### src/rtl/asf_pkg.sv
package asf_pkg;

    localparam int BASE_W     = 8;
    localparam int NUM_SIZES  = 3;
    localparam int DATA_W     = BASE_W << (NUM_SIZES - 1);
    localparam int SIZE_SEL_W = $clog2(NUM_SIZES + 1);
    localparam int OP_W       = 3;
    localparam int AUX_BIT    = BASE_W / 2;

    typedef enum logic [OP_W-1:0] {
        OP_ADD    = 3'd0,
        OP_SUB    = 3'd1,
        OP_LOGIC  = 3'd2,
        OP_MOVE   = 3'd3,
        OP_BRANCH = 3'd4
    } op_e;

    typedef struct packed {
        logic c;
        logic p;
        logic a;
        logic z;
        logic s;
        logic o;
    } flags_t;

endpackage

### src/rtl/asf_lane_select.sv
module asf_lane_select
    import asf_pkg::*;
(
    input  logic [SIZE_SEL_W-1:0] size_sel,
    input  logic [DATA_W-1:0]     opa,
    input  logic [DATA_W-1:0]     opb,
    input  logic [DATA_W-1:0]     res,
    output logic                  sign_a,
    output logic                  sign_b,
    output logic                  sign_r,
    output logic                  res_zero
);

    logic [NUM_SIZES-1:0] msb_a;
    logic [NUM_SIZES-1:0] msb_b;
    logic [NUM_SIZES-1:0] msb_r;
    logic [NUM_SIZES-1:0] zero_r;
    logic [SIZE_SEL_W-1:0] lane_idx;

    generate
        for (genvar g = 0; g < NUM_SIZES; g++) begin : g_lane
            localparam int LW = BASE_W << g;
            assign msb_a[g]  = opa[LW-1];
            assign msb_b[g]  = opb[LW-1];
            assign msb_r[g]  = res[LW-1];
            assign zero_r[g] = ~|res[LW-1:0];
        end
    endgenerate

    always_comb begin
        if (size_sel >= SIZE_SEL_W'(NUM_SIZES))
            lane_idx = SIZE_SEL_W'(NUM_SIZES - 1);
        else
            lane_idx = size_sel;
    end

    assign sign_a   = msb_a[lane_idx];
    assign sign_b   = msb_b[lane_idx];
    assign sign_r   = msb_r[lane_idx];
    assign res_zero = zero_r[lane_idx];

endmodule

### src/rtl/asf_parity.sv
module asf_parity #(
    parameter int W = 8
) (
    input  logic [W-1:0] bits_in,
    output logic         even
);

    assign even = ~^bits_in;

endmodule

### src/rtl/asf_flag_calc.sv
module asf_flag_calc
    import asf_pkg::*;
(
    input  op_e                   op,
    input  logic [SIZE_SEL_W-1:0] size_sel,
    input  logic [DATA_W-1:0]     opa,
    input  logic [DATA_W-1:0]     opb,
    input  logic [DATA_W-1:0]     res,
    input  logic                  alu_carry,
    output flags_t                next_flags,
    output logic                  update
);

    logic sign_a;
    logic sign_b;
    logic sign_r;
    logic res_zero;
    logic par_even;
    logic [DATA_W-1:0] carry_vec;
    logic unused_carry_bits;

    asf_lane_select lane_i (
        .size_sel (size_sel),
        .opa      (opa),
        .opb      (opb),
        .res      (res),
        .sign_a   (sign_a),
        .sign_b   (sign_b),
        .sign_r   (sign_r),
        .res_zero (res_zero)
    );

    asf_parity #(.W(BASE_W)) par_i (
        .bits_in (res[BASE_W-1:0]),
        .even    (par_even)
    );

    assign carry_vec         = opa ^ opb ^ res;
    assign unused_carry_bits = ^carry_vec;

    always_comb begin
        next_flags = '0;
        update     = 1'b0;
        unique case (op)
            OP_ADD: begin
                update       = 1'b1;
                next_flags.c = alu_carry;
                next_flags.p = par_even;
                next_flags.a = carry_vec[AUX_BIT];
                next_flags.z = res_zero;
                next_flags.s = sign_r;
                next_flags.o = (sign_a == sign_b) && (sign_r != sign_a);
            end
            OP_SUB: begin
                update       = 1'b1;
                next_flags.c = alu_carry;
                next_flags.p = par_even;
                next_flags.a = carry_vec[AUX_BIT];
                next_flags.z = res_zero;
                next_flags.s = sign_r;
                next_flags.o = (sign_a != sign_b) && (sign_r != sign_a);
            end
            OP_LOGIC: begin
                update       = 1'b1;
                next_flags.p = par_even;
                next_flags.z = res_zero;
                next_flags.s = sign_r;
            end
            default: begin
                update = 1'b0;
            end
        endcase
    end

endmodule

### src/rtl/asf_flag_unit.sv
module asf_flag_unit
    import asf_pkg::*;
(
    input  logic                  clk,
    input  logic                  rst_n,
    input  logic                  wr_en,
    input  logic [OP_W-1:0]       op,
    input  logic [SIZE_SEL_W-1:0] size_sel,
    input  logic [DATA_W-1:0]     opa,
    input  logic [DATA_W-1:0]     opb,
    input  logic [DATA_W-1:0]     res,
    input  logic                  alu_carry,
    output logic                  flag_c,
    output logic                  flag_p,
    output logic                  flag_a,
    output logic                  flag_z,
    output logic                  flag_s,
    output logic                  flag_o
);

    flags_t next_flags;
    flags_t flag_q;
    logic   calc_update;

    asf_flag_calc calc_i (
        .op         (op_e'(op)),
        .size_sel   (size_sel),
        .opa        (opa),
        .opb        (opb),
        .res        (res),
        .alu_carry  (alu_carry),
        .next_flags (next_flags),
        .update     (calc_update)
    );

    always_ff @(posedge clk or negedge rst_n) begin
        if (!rst_n)
            flag_q <= '0;
        else if (wr_en && calc_update)
            flag_q <= next_flags;
    end

    assign flag_c = flag_q.c;
    assign flag_p = flag_q.p;
    assign flag_a = flag_q.a;
    assign flag_z = flag_q.z;
    assign flag_s = flag_q.s;
    assign flag_o = flag_q.o;

endmodule

### config.mk
export PLATFORM = sky130hd
export DESIGN_NAME = asf_flag_unit
export DESIGN_NICKNAME = d
export VERILOG_FILES = /design/src/rtl/asf_pkg.sv /design/src/rtl/asf_lane_select.sv /design/src/rtl/asf_parity.sv /design/src/rtl/asf_flag_calc.sv /design/src/rtl/asf_flag_unit.sv
export SDC_FILE = /design/constraint.sdc
export NUM_CORES = 1
export LEC_CHECK = 0
export BUFFER_PORTS_ARGS = -buffer_cell sky130_fd_sc_hd__buf_2
export CAP_MARGIN = 30
export CORE_MARGIN = 3
export CORE_UTILIZATION = 25
export DETAILED_ROUTE_END_ITERATION = 6
export GPL_ROUTABILITY_DRIVEN = 0
export PLACE_DENSITY = 0.94
export SYNTH_ARGS = -nofsm -noshare
export SYNTH_HDL_FRONTEND = slang
export SYNTH_SLANG_ARGS = --single-unit
export TNS_END_PERCENT = 50
### constraint.sdc
create_clock -name clk -period 1.6 [get_ports clk]
set_clock_uncertainty 0.15 [all_clocks]
set_input_delay 0.08 -clock clk [delete_from_list [all_inputs] [get_ports clk]]
set_output_delay 0.08 -clock clk [all_outputs]
set_load 0.01 [all_outputs]
==> metrics.md <==
| Metric | Value |
|---|---|
| Status | `complete, no violations` |
| Ys Warns | `0` |
| Layout area overhead | `66.6%` |
| Levels on crit path | `5` |
| Slew Limit Fails | `0` |
| Pwr Density | `624 mW/mm^2` |
| Max_cap viols | `0` |
| First DRT Iteration DRCs | `4` |
| Die Ht | `51.5 microns` |
| Max stage delay cell, worst path | `a2111oi_1` |
| I/O pin count | `111` |
| CORE AREA | `0.00184 sq mm` |
| Seq/Total Area, Yosys | `0.291` |
| Layout cell share with drive strength beyond 1 | `0.500` |
| Mean Syn Cell Area | `8.76 sq um` |
| Seq. cell area | `150 sq um` |
| Post-synth top area cell | `dfrtp_1` |
| Clk sink count | `6` |
| Num CTS Buffers | `3` |
| Fillers | `191` |
| Hold Path Class | `in -> async` |
| Fin. Hold Viols | `0` |
| Mux contribution to synthesized area | `0.0993` |
| Via count | `665` |
| WL final | `1600 microns` |
| Worst Max-Slew Pin Slew | `0.384 ns` |
| Crit end category | `flip-flop` |
| Fin crit share | `0.700` |
| Minimum clock period | `1.12 ns` |
| Buffer count from post-CTS setup fixing | `0` |
| Setup-failing EPs final | `0` |
| WL per Instance | `11.2 microns` |
| GRT Total Usage | `0.128` |
| Met2 usage | `0.218` |
| Total gr overflow | `0` |
| Largest net degree at the start of global routing | `9` |
| Buffers on Ports | `54` |
| TritonCTS clock tree | `done` |
| Crit-path max FO | `1` |
| Arrival @ worst endpoint | `1.16 ns` |
| Final nets | `229` |
| Max Root-Sink Buffers | `2` |
| Post-synthesis adder-cell area fraction | `0.0969` |
| Peak VDD IR | `423 uV` |
| Top cells by area, synth | `dfrtp_1, ha_1, xnor2_1` |
| RSZ-0062 raised after global routing | `false` |
| Met3 Track Usage GR | `0.0700` |
| Required time worst endpoint | `1.64 ns` |
| Startpoint types | `input port` |
| WP buf/inv | `1` |
| N_diodes | `0` |
| Post-synthesis simple-gate area fraction | `0.213` |
| Area of the multi-input gates | `337 sq um` |
| Vias in the first global route | `634` |
| Xor and xnor area share after synthesis | `0.102` |
| Initial antenna violation count | `0` |
| GR peak layer | `met2` |
| Worst-Skew Late Latency | `0.24 ns` |
| Crit-path cells | `buf_2 -> nor4_1 -> nand4_1 -> a2111oi_1 -> a21o_1` |
| Final core area utilization | `0.468` |
| Met1 Track Usage GR | `0.122` |
| Worst-path clk slew | `0.04 ns` |
| Antenna-violating nets left | `0` |
| Slew headroom | `0.743` |
| Worst r2r path cells | `1` |
| Setup TNS | `0 ns` |
| Leak Pwr | `0.491 nW` |
| Cell area after synthesis | `517 sq um` |
| Cell variety after synth | `21` |
| DRC viols | `0` |
| Compound-cell area share of the yosys netlist | `0.140` |
| CP delay by family, top | `compound AO/OA/AOI/OAI gates` |
| Pre-Repair DR Iteration Count | `4` |
| Post-Syn Instances | `59` |
| Top cell type's share of synthesized area | `0.291` |
| Largest family of logic cells by synthesized area | `simple AND/OR/NAND/NOR gates` |
| CTS H-Tree Depth | `1` |
| Post-DP HPWL | `1430 microns` |
| Synth Register Bits | `6` |
| Die ar. | `0.00265 sq mm` |
| Worst path max stage delay | `0.40 ns` |
| Syn_nets | `168` |
| Critical path type | `in -> reg` |
| Starting Density | `0.281` |
| First-pass GRT wire length | `2430 microns` |
| Via-to-Cell Ratio | `4.65` |
| Root Buffer | `clkbuf_4` |
| Die W | `51.5 microns` |
| Number of gates resized after CTS | `0` |
| Fmax | `0.892 GHz` |
| Core Rows | `15` |
sequential cells by signal, summed over array words and instances (netlist names):
| name | count |
|---|---|
| flag_a | 1 |
| flag_s | 1 |
| flag_c | 1 |
| flag_z | 1 |
| flag_o | 1 |
| flag_p | 1 |
stage by stage:
stage	total power [mW]	area [sq um]	hold WS (ns)	cells	setup slack (ns)
after detailed placement	0.399	818	-0.244	138	0.206
after global placement	0.390	818	-0.244	138	0.207
after CTS	0.555	861	0.0171	143	0.477
after global routing	0.592	861	0.0258	143	0.416
final	0.537	861	0.0285	143	0.479
after floorplan	0.291	517	-0.366	59	0.460
synthesized netlist by cell type:
cell / number
a2111oi_1: 1
a21o_1: 1
a21oi_1: 1
a22o_1: 3
dfrtp_1: 6
ha_1: 4
inv_1: 8
mux2_1: 1
mux2i_1: 4
nand2_1: 6
nand2b_1: 1
nand2b_2: 1
nand3b_1: 1
nand4_1: 2
nor2_1: 2
nor3b_1: 1
nor4_1: 6
o21ai_1: 3
o21ai_2: 1
xnor2_1: 5
xor2_1: 1
layout make-up:
| cell class | instances | share of cell area |
|---|---|---|
| multi-input cells | 45 | 0.391 |
| clock buffers | 3 | 0.0262 |
| well taps | 25 | 0.0363 |
| flip-flops and latches | 6 | 0.174 |
| inverters | 8 | 0.0349 |
| repair buffers | 56 | 0.337 |
power by group:
group	switching, mW	internal (mW)	total, mW
clock network	0.0551	0.0849	0.140
registers	0.0124	0.177	0.189
logic	0.0920	0.116	0.208
placed cells by master, fill, tap and decap left out:
cell type       n
a2111oi_1       1
a21o_1          1
a21oi_1         1
a22o_1          3
buf_2          54
clkbuf_4        3
dfrtp_1         6
dlygate4sd3_1   2
ha_1            4
inv_1           8
mux2_1          1
mux2i_1         4
nand2_1         6
nand2b_1        1
nand2b_2        1
nand3b_1        1
nand4_1         2
nor2_1          2
nor3b_1         1
nor4_1          6
o21ai_1         3
o21ai_2         1
xnor2_1         5
xor2_1          1
routing by layer:
metal | up-vias | wire length (microns)
li1 | 331 | -
met1 | 281 | 604
met2 | 49 | 735
met3 | 4 | 238
met4 | 0 | 25
met5 | - | 0
what timing repair did:
action	4_1_cts	5_1_grt
hold endpoints to repair	7	0
hold buffers	2	0
setup endpoints to repair	0	0
path summary, 6_finish.rpt:
kind	start	end	slack [ns]
setup / recovery	res[19]	flag_z	0.48
hold / removal	rst_n	flag_s	0.03
setup reg to reg	flag_s	flag_s	0.67
hold reg to reg	flag_p	flag_p	0.33
max in group asynchronous	rst_n	flag_p	1.13
min in group clk	opb[4]	flag_a	0.03
logic make-up after synthesis:
family	count (synthesis)
xor gates and xnor gates	6
and+or+nand+nor	20
buffers and inverters	8
DFF	6
muxes	5
adders and majority gates	4
AOI/OAI and AO/OA	10
(Power assumes the default switching activity.)
